### src/rtl/tap_pkg.sv
package tap_pkg;
    typedef enum logic [1:0] {
        ST_EMPTY = 2'd0,
        ST_ARMED = 2'd1,
        ST_SHIFT = 2'd2
    } shift_state_e;

    typedef struct packed {
        logic hold_sel;
        logic tmr_sel;
    } tap_ctl_t;
endpackage

### src/rtl/tap_stim_shifter.sv
module tap_stim_shifter
    import tap_pkg::*;
#(
    parameter int W = 16
) (
    input  logic         clk,
    input  logic         rst_n,
    input  logic         load_en,
    input  logic [W-1:0] load_data,
    input  logic         shift_en,
    output logic         stim_bit,
    output logic         stim_valid
);
    localparam int CW = $clog2(W + 1);

    shift_state_e  state_q, state_d;
    logic [W-1:0]  sreg_q, sreg_d;
    logic [CW-1:0] cnt_q, cnt_d;

    // State register
    always_ff @(posedge clk or negedge rst_n) begin
        if (!rst_n) begin
            state_q <= ST_EMPTY;
            sreg_q  <= '0;
            cnt_q   <= '0;
        end else begin
            state_q <= state_d;
            sreg_q  <= sreg_d;
            cnt_q   <= cnt_d;
        end
    end

    // Next-state logic
    always_comb begin
        state_d = state_q;
        sreg_d  = sreg_q;
        cnt_d   = cnt_q;
        unique case (state_q)
            ST_EMPTY: begin
                if (load_en) begin
                    state_d = ST_ARMED;
                    sreg_d  = load_data;
                    cnt_d   = CW'(W);
                end
            end
            ST_ARMED, ST_SHIFT: begin
                if (load_en) begin
                    state_d = ST_ARMED;
                    sreg_d  = load_data;
                    cnt_d   = CW'(W);
                end else if (shift_en) begin
                    sreg_d  = sreg_q << 1;
                    cnt_d   = cnt_q - 1'b1;
                    state_d = (cnt_q == CW'(1)) ? ST_EMPTY : ST_SHIFT;
                end
            end
            default: begin
                state_d = ST_EMPTY;
                sreg_d  = '0;
                cnt_d   = '0;
            end
        endcase
    end

    assign stim_bit   = sreg_q[W-1];
    assign stim_valid = (state_q != ST_EMPTY);

    p_load_r2: assert property (@(posedge clk) disable iff (!rst_n)
        load_en |=> (stim_valid && sreg_q == $past(load_data)));

    p_load_wins_r4: assert property (@(posedge clk) disable iff (!rst_n)
        (load_en && shift_en) |=> (state_q == ST_ARMED && cnt_q == CW'(W)));

    p_shift_step_r3: assert property (@(posedge clk) disable iff (!rst_n)
        (!load_en && shift_en && state_q != ST_EMPTY) |=> (sreg_q == ($past(sreg_q) << 1)));

    p_live_count_r3: assert property (@(posedge clk) disable iff (!rst_n)
        (state_q != ST_EMPTY) |-> (cnt_q != '0));

    p_quiet_empty_r5: assert property (@(posedge clk) disable iff (!rst_n)
        (state_q == ST_EMPTY && !load_en) |=> (state_q == ST_EMPTY && sreg_q == '0));
endmodule

### src/rtl/tap_ctrl_reg.sv
module tap_ctrl_reg
    import tap_pkg::*;
(
    input  logic     clk,
    input  logic     rst_n,
    input  logic     we,
    input  tap_ctl_t wdata,
    output tap_ctl_t q
);
    always_ff @(posedge clk or negedge rst_n) begin
        if (!rst_n) q <= '0;
        else if (we) q <= wdata;
    end

    p_write_r6: assert property (@(posedge clk) disable iff (!rst_n)
        we |=> (q == $past(wdata)));

    p_hold_r6: assert property (@(posedge clk) disable iff (!rst_n)
        !we |=> $stable(q));
endmodule

### src/rtl/tap_iso_mux.sv
module tap_iso_mux
    import tap_pkg::*;
#(
    parameter int NPAD = 9
) (
    input  logic            clk,
    input  logic            rst_n,
    input  logic            test_mode,
    input  tap_ctl_t        ctl,
    input  logic            stim_bit,
    input  logic            tp_timer,
    input  logic            tp_rdyhold,
    input  logic            tp_clk,
    input  logic            tp_rst,
    input  logic            usr_clk,
    input  logic            usr_rst,
    input  logic            usr_tmr2,
    input  logic            usr_tmr3,
    input  logic            usr_rdy,
    input  logic            usr_hold,
    input  logic            usr_stim,
    input  logic [NPAD-1:0] usr_pad,
    input  logic [NPAD-1:0] core_obs,
    output logic            core_clk,
    output logic            core_rst,
    output logic            core_tmr2,
    output logic            core_tmr3,
    output logic            core_rdy,
    output logic            core_hold,
    output logic            core_stim,
    output logic [NPAD-1:0] pad_out
);
    // Dedicated 2:1 paths for clock and reset
    assign core_clk  = test_mode ? tp_clk : usr_clk;
    assign core_rst  = test_mode ? tp_rst : usr_rst;
    assign core_stim = test_mode ? stim_bit : usr_stim;

    // Shared-pin steering: the unselected member is parked at 0
    always_comb begin
        if (test_mode) begin
            core_tmr2 = ctl.tmr_sel  ? 1'b0     : tp_timer;
            core_tmr3 = ctl.tmr_sel  ? tp_timer : 1'b0;
            core_rdy  = ctl.hold_sel ? 1'b0       : tp_rdyhold;
            core_hold = ctl.hold_sel ? tp_rdyhold : 1'b0;
        end else begin
            core_tmr2 = usr_tmr2;
            core_tmr3 = usr_tmr3;
            core_rdy  = usr_rdy;
            core_hold = usr_hold;
        end
    end

    // Output-side isolation muxes
    for (genvar i = 0; i < NPAD; i++) begin : g_pad
        assign pad_out[i] = test_mode ? core_obs[i] : usr_pad[i];
    end

    p_tmr_excl_r7: assert property (@(posedge clk) disable iff (!rst_n)
        test_mode |-> !(core_tmr2 && core_tmr3));

    p_rh_excl_r8: assert property (@(posedge clk) disable iff (!rst_n)
        test_mode |-> !(core_rdy && core_hold));
endmodule

### src/rtl/tap_wrapper.sv
module tap_wrapper
    import tap_pkg::*;
#(
    parameter int W    = 16,
    parameter int NPAD = 9
) (
    input  logic            clk,
    input  logic            rst_n,
    input  logic            test_mode,
    input  logic            load_en,
    input  logic [W-1:0]    load_data,
    input  logic            shift_en,
    input  logic            ctl_we,
    input  logic [1:0]      ctl_wdata,
    input  logic            tp_timer,
    input  logic            tp_rdyhold,
    input  logic            tp_clk,
    input  logic            tp_rst,
    input  logic            usr_clk,
    input  logic            usr_rst,
    input  logic            usr_tmr2,
    input  logic            usr_tmr3,
    input  logic            usr_rdy,
    input  logic            usr_hold,
    input  logic            usr_stim,
    input  logic [NPAD-1:0] usr_pad,
    input  logic [NPAD-1:0] core_obs,
    output logic            core_clk,
    output logic            core_rst,
    output logic            core_tmr2,
    output logic            core_tmr3,
    output logic            core_rdy,
    output logic            core_hold,
    output logic            core_stim,
    output logic            stim_valid,
    output logic [NPAD-1:0] pad_out
);
    tap_ctl_t ctl_q;
    tap_ctl_t ctl_w;
    logic     stim_bit;

    assign ctl_w.tmr_sel  = ctl_wdata[0];
    assign ctl_w.hold_sel = ctl_wdata[1];

    tap_ctrl_reg u_ctl (
        .clk   (clk),
        .rst_n (rst_n),
        .we    (ctl_we),
        .wdata (ctl_w),
        .q     (ctl_q)
    );

    tap_stim_shifter #(.W(W)) u_shift (
        .clk        (clk),
        .rst_n      (rst_n),
        .load_en    (load_en),
        .load_data  (load_data),
        .shift_en   (shift_en),
        .stim_bit   (stim_bit),
        .stim_valid (stim_valid)
    );

    tap_iso_mux #(.NPAD(NPAD)) u_mux (
        .clk        (clk),
        .rst_n      (rst_n),
        .test_mode  (test_mode),
        .ctl        (ctl_q),
        .stim_bit   (stim_bit),
        .tp_timer   (tp_timer),
        .tp_rdyhold (tp_rdyhold),
        .tp_clk     (tp_clk),
        .tp_rst     (tp_rst),
        .usr_clk    (usr_clk),
        .usr_rst    (usr_rst),
        .usr_tmr2   (usr_tmr2),
        .usr_tmr3   (usr_tmr3),
        .usr_rdy    (usr_rdy),
        .usr_hold   (usr_hold),
        .usr_stim   (usr_stim),
        .usr_pad    (usr_pad),
        .core_obs   (core_obs),
        .core_clk   (core_clk),
        .core_rst   (core_rst),
        .core_tmr2  (core_tmr2),
        .core_tmr3  (core_tmr3),
        .core_rdy   (core_rdy),
        .core_hold  (core_hold),
        .core_stim  (core_stim),
        .pad_out    (pad_out)
    );

    // the reset value must be visible on the first enabled edge
    p_reset_r1: assert property (@(posedge clk)
        $rose(rst_n) |-> (!stim_valid && ctl_q == '0));
endmodule

### config.mk
export PLATFORM = sky130hd
export DESIGN_NAME = tap_wrapper
export DESIGN_NICKNAME = d
export VERILOG_FILES = /design/src/rtl/tap_pkg.sv /design/src/rtl/tap_stim_shifter.sv /design/src/rtl/tap_ctrl_reg.sv /design/src/rtl/tap_iso_mux.sv /design/src/rtl/tap_wrapper.sv
export SDC_FILE = /design/constraint.sdc
export NUM_CORES = 1
export LEC_CHECK = 0
export ABC_AREA = 1
export CELL_PAD_IN_SITES_DETAIL_PLACEMENT = 0
export CELL_PAD_IN_SITES_GLOBAL_PLACEMENT = 2
export CORE_ASPECT_RATIO = 1.25
export CORE_MARGIN = 3
export CORE_UTILIZATION = 22
export CTS_CLUSTER_DIAMETER = 120
export DETAILED_ROUTE_END_ITERATION = 10
export GPL_ROUTABILITY_DRIVEN = 0
export MAX_ROUTING_LAYER = met4
export PLACE_DENSITY = 0.79
export SLEW_MARGIN = 20
export SYNTH_ARGS = -nofsm -noshare
export SYNTH_HDL_FRONTEND = slang
export SYNTH_SLANG_ARGS = --single-unit
export TNS_END_PERCENT = 5
### constraint.sdc
create_clock -name clk -period 1.8 [get_ports clk]
set_input_delay 0.45 -clock clk [delete_from_list [all_inputs] [get_ports clk]]
set_output_delay 0.45 -clock clk [all_outputs]
set_load 0.005 [all_outputs]
==> impl_metrics.json, run 1 <==
{
  "fin_total_pwr_mw": 3.23,
  "yosys-top-cells-count": "153 x nand2_1, 25 x dfrtp_1, 20 x inv_1, 13 x o21ai_0",
  "wl_um": 5350,
  "dpl.hpwl_um": 3870,
  "grt_max_degree": 26,
  "finalSetupViolCount": 0,
  "die_area_mm2": 0.00925,
  "antenna_found_initial": 0,
  "grt_pass1_wl_um": 8440,
  "rows": 36,
  "synth_top_family_by_area": "simple AND/OR/NAND/NOR gates",
  "ys.flop_type": "dfrtp_1",
  "numCtsBuffers": 3,
  "drc": 0,
  "firstDrtPassIters": 4,
  "grt_usage": 0.117,
  "finish.utilization": 0.337,
  "finalInstanceArea_mm2": 0.00264,
  "vias": 1822,
  "outcome": "complete, no violations",
  "max_cap_viol_count": 0,
  "syn_inst": 263,
  "worstSetupPathType": "in2out",
  "synth_top_area_cell": "dfrtp_1",
  "ant_nets": 0,
  "wl_per_cell_um": 12.4,
  "placedCellCount": 427,
  "fin_setup_tns_ns": 0,
  "fill_cells": 827,
  "post-route-period-util": 0.983,
  "cpLargestDelayFamily": "buffers and inverters",
  "avgSynthCellArea_um2": 6.79,
  "hp-class": "reg2reg",
  "rsz0062_at_grt": "yes",
  "synth_seq_cells": 25,
  "cp_cell_sequence": "clkdlybuf4s50_1 > nand3_1 > o21ai_0 > clkdlybuf4s15_1",
  "multi_input_area_um2": 991,
  "core_area_mm2": 0.00784,
  "syn_area_mm2": 0.00179,
  "io_buffers": 69,
  "cp-start-kind": "input port",
  "yosysSeqAreaShare": 0.350,
  "ir_drop_v": 0.000970,
  "async_flop_share": 1.00,
  "dpl_cell_area_mm2": 0.00261,
  "via_per_inst": 4.22,
  "max_stage_delay_ns": 0.49,
  "cts_num_sinks": 25,
  "root_buffer": "clkbuf_8",
  "yosysWarnings": 0,
  "clock_latency_ns": 0.27,
  "area_delta_synth_final_pct": 47.7,
  "place_ws_ns": -0.563,
  "critPathSlowestCell": "clkdlybuf4s50_1",
  "drive_gt1_frac": 0.122,
  "skew_ns": 0.00368,
  "setup_ws_ns": 0.0312,
  "instances_no_fill": 432,
  "synth-xor-area-share": 0,
  "yosys-top-cells-area": "dfrtp_1 35%, nand2_1 32%, mux2_2 7.6%",
  "seqCellArea_um2": 626,
  "overflow": 0,
  "crit_buf_inv": 2,
  "synth_mux_area_frac": 0.0756,
  "synth_top_area_frac": 0.350,
  "synth_simple_gate_area_frac": 0.410,
  "finalHoldViolCount": 0,
  "htreeDepth": 1,
  "initial_utilization": 0.228,
  "worstPathRequired_ns": 1.35,
  "synth.most_common_cell": "nand2_1",
  "clk_pin_slew_worst_paths_ns": 0.10,
  "worstSetupEndpointType": "primary output",
  "slew_viol_final": 0,
  "io_pins": 70,
  "clockBufferDepth": 2,
  "post-cts-setup-buffers": 0,
  "power_leakage_nw": 1.37,
  "fin_crit_ns": 1.77,
  "grt_pass1_vias": 1736,
  "die_h_um": 107,
  "layout.nets": 395,
  "first_iter_violations": 47,
  "fmax_mhz": 565,
  "power_density_mw_per_mm2": 1230,
  "cts_hold_buf": 0,
  "syn_nets": 320,
  "whs_ns": 0.481,
  "synth_compound_area_frac": 0.0406,
  "path_max_fanout": 2,
  "fp.dieW_um": 86.6,
  "cts_tree": "done",
  "synth-edff-count": 0,
  "antennaDiodeCount": 0,
  "synth-adder-area-share": 0.0280,
  "relSlewSlack": 0.766,
  "synth_cell_types": 19,
  "tightest_slew_ns": 0.351,
  "cp_data_arrival_time_ns": 1.32
}
==> cell families after synthesis <==
kind of cell	count (synthesis)
AO/OA/AOI/OAI	14
adder cells (fa/ha/maj)	4
buffers and inverters	33
flip-flops	25
multiplexers	12
AND/OR/NAND/NOR	175
==> path summary, 6_finish.rpt <==
| check | cells after the start | end | startpoint | slack (ns) |
|---|---|---|---|---|
| min in group asynchronous | 2 | u_shift.cnt_q[1]$_DFFE_PN0P_ | rst_n | 0.54 |
| max reg2reg | 6 | u_shift.state_q[1]$_DFFE_PN0P_ | u_shift.state_q[0]$_DFFE_PN0P_ | 0.24 |
| min reg2reg | 2 | u_shift.sreg_q[0]$_DFFE_PN0P_ | u_shift.sreg_q[0]$_DFFE_PN0P_ | 0.48 |
| max | 4 | core_tmr2 | tp_timer | 0.03 |
| max in group asynchronous | 2 | u_shift.cnt_q[4]$_DFFE_PN0P_ | rst_n | 1.00 |
| min | 2 | u_shift.sreg_q[0]$_DFFE_PN0P_ | u_shift.sreg_q[0]$_DFFE_PN0P_ | 0.48 |
==> state kept, by name (all words and copies together), names as in the netlist <==
name,flops
u_ctl.q,2
u_shift.cnt_q,5
u_shift.sreg_q,16
u_shift.state_q,2
==> tightest hold or removal path: stages, from the launching register on <==
cell and delay (ns):
dfrtp_1 0.35, nand2_1 0.05, nand2_1 0.05
==> layout make-up <==
class / count / area share
multi-input cells: 205 / 0.376
clock buffers: 4 / 0.0171
repair buffers: 82 / 0.294
well taps: 95 / 0.0450
inverters: 21 / 0.0308
flip-flops and latches: 25 / 0.237
==> layer usage <==
layer	track usage	share of wire
met4	0.0234	0.0051
met5	-	0
met3	0.0277	0.088
met2	0.195	0.44
met1	0.146	0.47
==> what timing repair did <==
item | CTS | global route
gates cloned | 1 | 0
hold endpoints to repair | 0 | 0
resized for setup | 36 | 11
endpoints found under the setup margin | 17 | 7
==> power by group <==
| part | switching [mW] | internal, mW | total (mW) |
|---|---|---|---|
| sequential | 0.134 | 0.817 | 0.951 |
| clock | 0.200 | 0.159 | 0.359 |
| combinational | 1.15 | 0.775 | 1.92 |
| total | 1.48 | 1.75 | 3.23 |
==> cells in the final DEF, fill, tap and decap left out, types with 5 or more instances in the layout <==
cell / count
clkdlybuf4s15_1: 10
mux2_2: 12
buf_4: 10
inv_1: 20
clkdlybuf4s50_1: 49
o21ai_0: 12
nand2_1: 153
nand3_1: 12
clkbuf_2: 5
dfrtp_1: 25
Note: power is estimated with default switching activity, not from simulation.
==> run 2: changes to the inputs <==
Clock period 1.8 ns to 2 ns, I/O delays scaled along.
==> impl_metrics.json, run 2 (synthesized netlist as in run 1, its figures left out) <==
{
  "outcome": "finished, violations left",
  "violations": "setup timing",
  "numCtsBuffers": 3,
  "grt_pass1_vias": 1797,
  "drive_gt1_frac": 0.102,
  "antenna_found_initial": 0,
  "ir_drop_v": 0.000688,
  "layout_common_cells": "153 x nand2_1, 52 x clkdlybuf4s50_1, 25 x dfrtp_1",
  "clock_latency_ns": 0.27,
  "place_ws_ns": -0.471,
  "die_h_um": 107,
  "area_delta_synth_final_pct": 47.0,
  "largest_register_ffs": 16,
  "via_per_inst": 4.18,
  "cp_data_arrival_time_ns": 1.60,
  "wl_um": 5210,
  "wl_per_cell_um": 12.1,
  "clk_pin_slew_worst_paths_ns": 0.09,
  "power_leakage_nw": 1.39,
  "whs_ns": 0.486,
  "hp-class": "reg2reg",
  "fin_crit_ns": 2.10,
  "cts_tree": "done",
  "top_register": "u_shift.sreg_q",
  "finish.utilization": 0.335,
  "mostFrequentLayoutCell": "nand2_1",
  "power_density_mw_per_mm2": 1090,
  "top_usage_layer": "met2",
  "cts_hold_buf": 0,
  "slew_viol_final": 0,
  "core_area_mm2": 0.00784,
  "finalSetupViolCount": 1,
  "rows": 36,
  "io_buffers": 69,
  "worstSetupPathType": "in2out",
  "grt_pass1_wl_um": 8420,
  "initial_utilization": 0.228,
  "antennaDiodeCount": 0,
  "fp.dieW_um": 86.6,
  "placedCellCount": 424,
  "worstSetupEndpointType": "primary output",
  "path_max_fanout": 1,
  "die_area_mm2": 0.00925,
  "overflow": 0,
  "dpl_cell_area_mm2": 0.00257,
  "firstDrtPassIters": 4,
  "vias": 1794,
  "setup_ws_ns": -0.0955,
  "cp-start-kind": "input port",
  "post-cts-setup-buffers": 0,
  "grt_max_degree": 26,
  "cts_num_sinks": 25,
  "tightest_slew_ns": 0.348,
  "grtUsageMet1": 0.145,
  "fin_total_pwr_mw": 2.86,
  "dpl.hpwl_um": 3820,
  "layout.nets": 392,
  "instances_no_fill": 429,
  "finalHoldViolCount": 0,
  "top_regs": "u_shift.sreg_q (16), u_shift.cnt_q (5)",
  "fin_setup_tns_ns": -0.0955,
  "drc": 0,
  "first_iter_violations": 55,
  "skew_ns": 0.00474,
  "io_pins": 70,
  "fill_cells": 863,
  "finalInstanceArea_mm2": 0.00263,
  "max_cap_viol_count": 0,
  "root_buffer": "clkbuf_8",
  "rsz0062_at_grt": "yes",
  "met3_usage": 0.0238,
  "grt_use_met2": 0.196,
  "clockBufferDepth": 2,
  "ant_nets": 0,
  "relSlewSlack": 0.768,
  "worstPathRequired_ns": 1.50,
  "grt_usage": 0.117,
  "htreeDepth": 1,
  "post-route-period-util": 1.05,
  "fmax_mhz": 477
}
## run 2: cell count changes in the layout (fill, tap and decap cells not counted), moves of 2 or more
cell / delta
clkdlybuf4s50_1: +3
dlymetal6s2s_1: +2
clkbuf_2: -5
dlygate4sd2_1: +10
clkdlybuf4s15_1: -10
buf_4: -3
## run 2: worst paths after layout
path | startpoint | endpoint | slack, ns | cells after the start
max in group asynchronous | rst_n | u_shift.cnt_q[4]$_DFFE_PN0P_ | 1.15 | 2
max reg2reg | u_shift.state_q[0]$_DFFE_PN0P_ | u_shift.state_q[0]$_DFFE_PN0P_ | 0.44 | 6
min in group asynchronous | rst_n | u_shift.cnt_q[2]$_DFFE_PN0P_ | 0.59 | 2
max | usr_pad[3] | pad_out[3] | -0.1 | 3
min | u_shift.sreg_q[4]$_DFFE_PN0P_ | u_shift.sreg_q[4]$_DFFE_PN0P_ | 0.49 | 2
min reg2reg | u_shift.sreg_q[4]$_DFFE_PN0P_ | u_shift.sreg_q[4]$_DFFE_PN0P_ | 0.49 | 2
## run 2: cell type report
class | instances | area (um^2) | share of cell area
clock buffers | 3 | 41.3 | 0.0157
clock inverters | 1 | 5.00 | 0.00191
inverters | 21 | 81.3 | 0.0310
multi-input cells | 205 | 991 | 0.377
flip-flops and latches | 25 | 626 | 0.238
well taps | 95 | 119 | 0.0453
repair buffers | 79 | 763 | 0.291
## run 2: repair_timing
item / 4_1_cts / 5_1_grt
endpoints found under the setup margin: 16 / 4
gates resized for setup: 19 / 5
gates cloned: 1 / 0
## run 2: power breakdown
part	switching, mW	internal, mW
logic	1.01	0.685
registers	0.119	0.735
clock network	0.171	0.139
## run 2: worst max-delay path, stage by stage
cell	delay [ns]
clkdlybuf4s50_1	0.40
mux2_2	0.25
clkdlybuf4s50_1	0.44
## run 2: routing by layer
layer / wire length, um / vias to the layer above / part of all wire
li1: - / 946 / -
met1: 2380 / 777 / 0.46
met2: 2360 / 69 / 0.45
met3: 446 / 2 / 0.086
met4: 27 / 0 / 0.0052
met5: 0 / - / 0
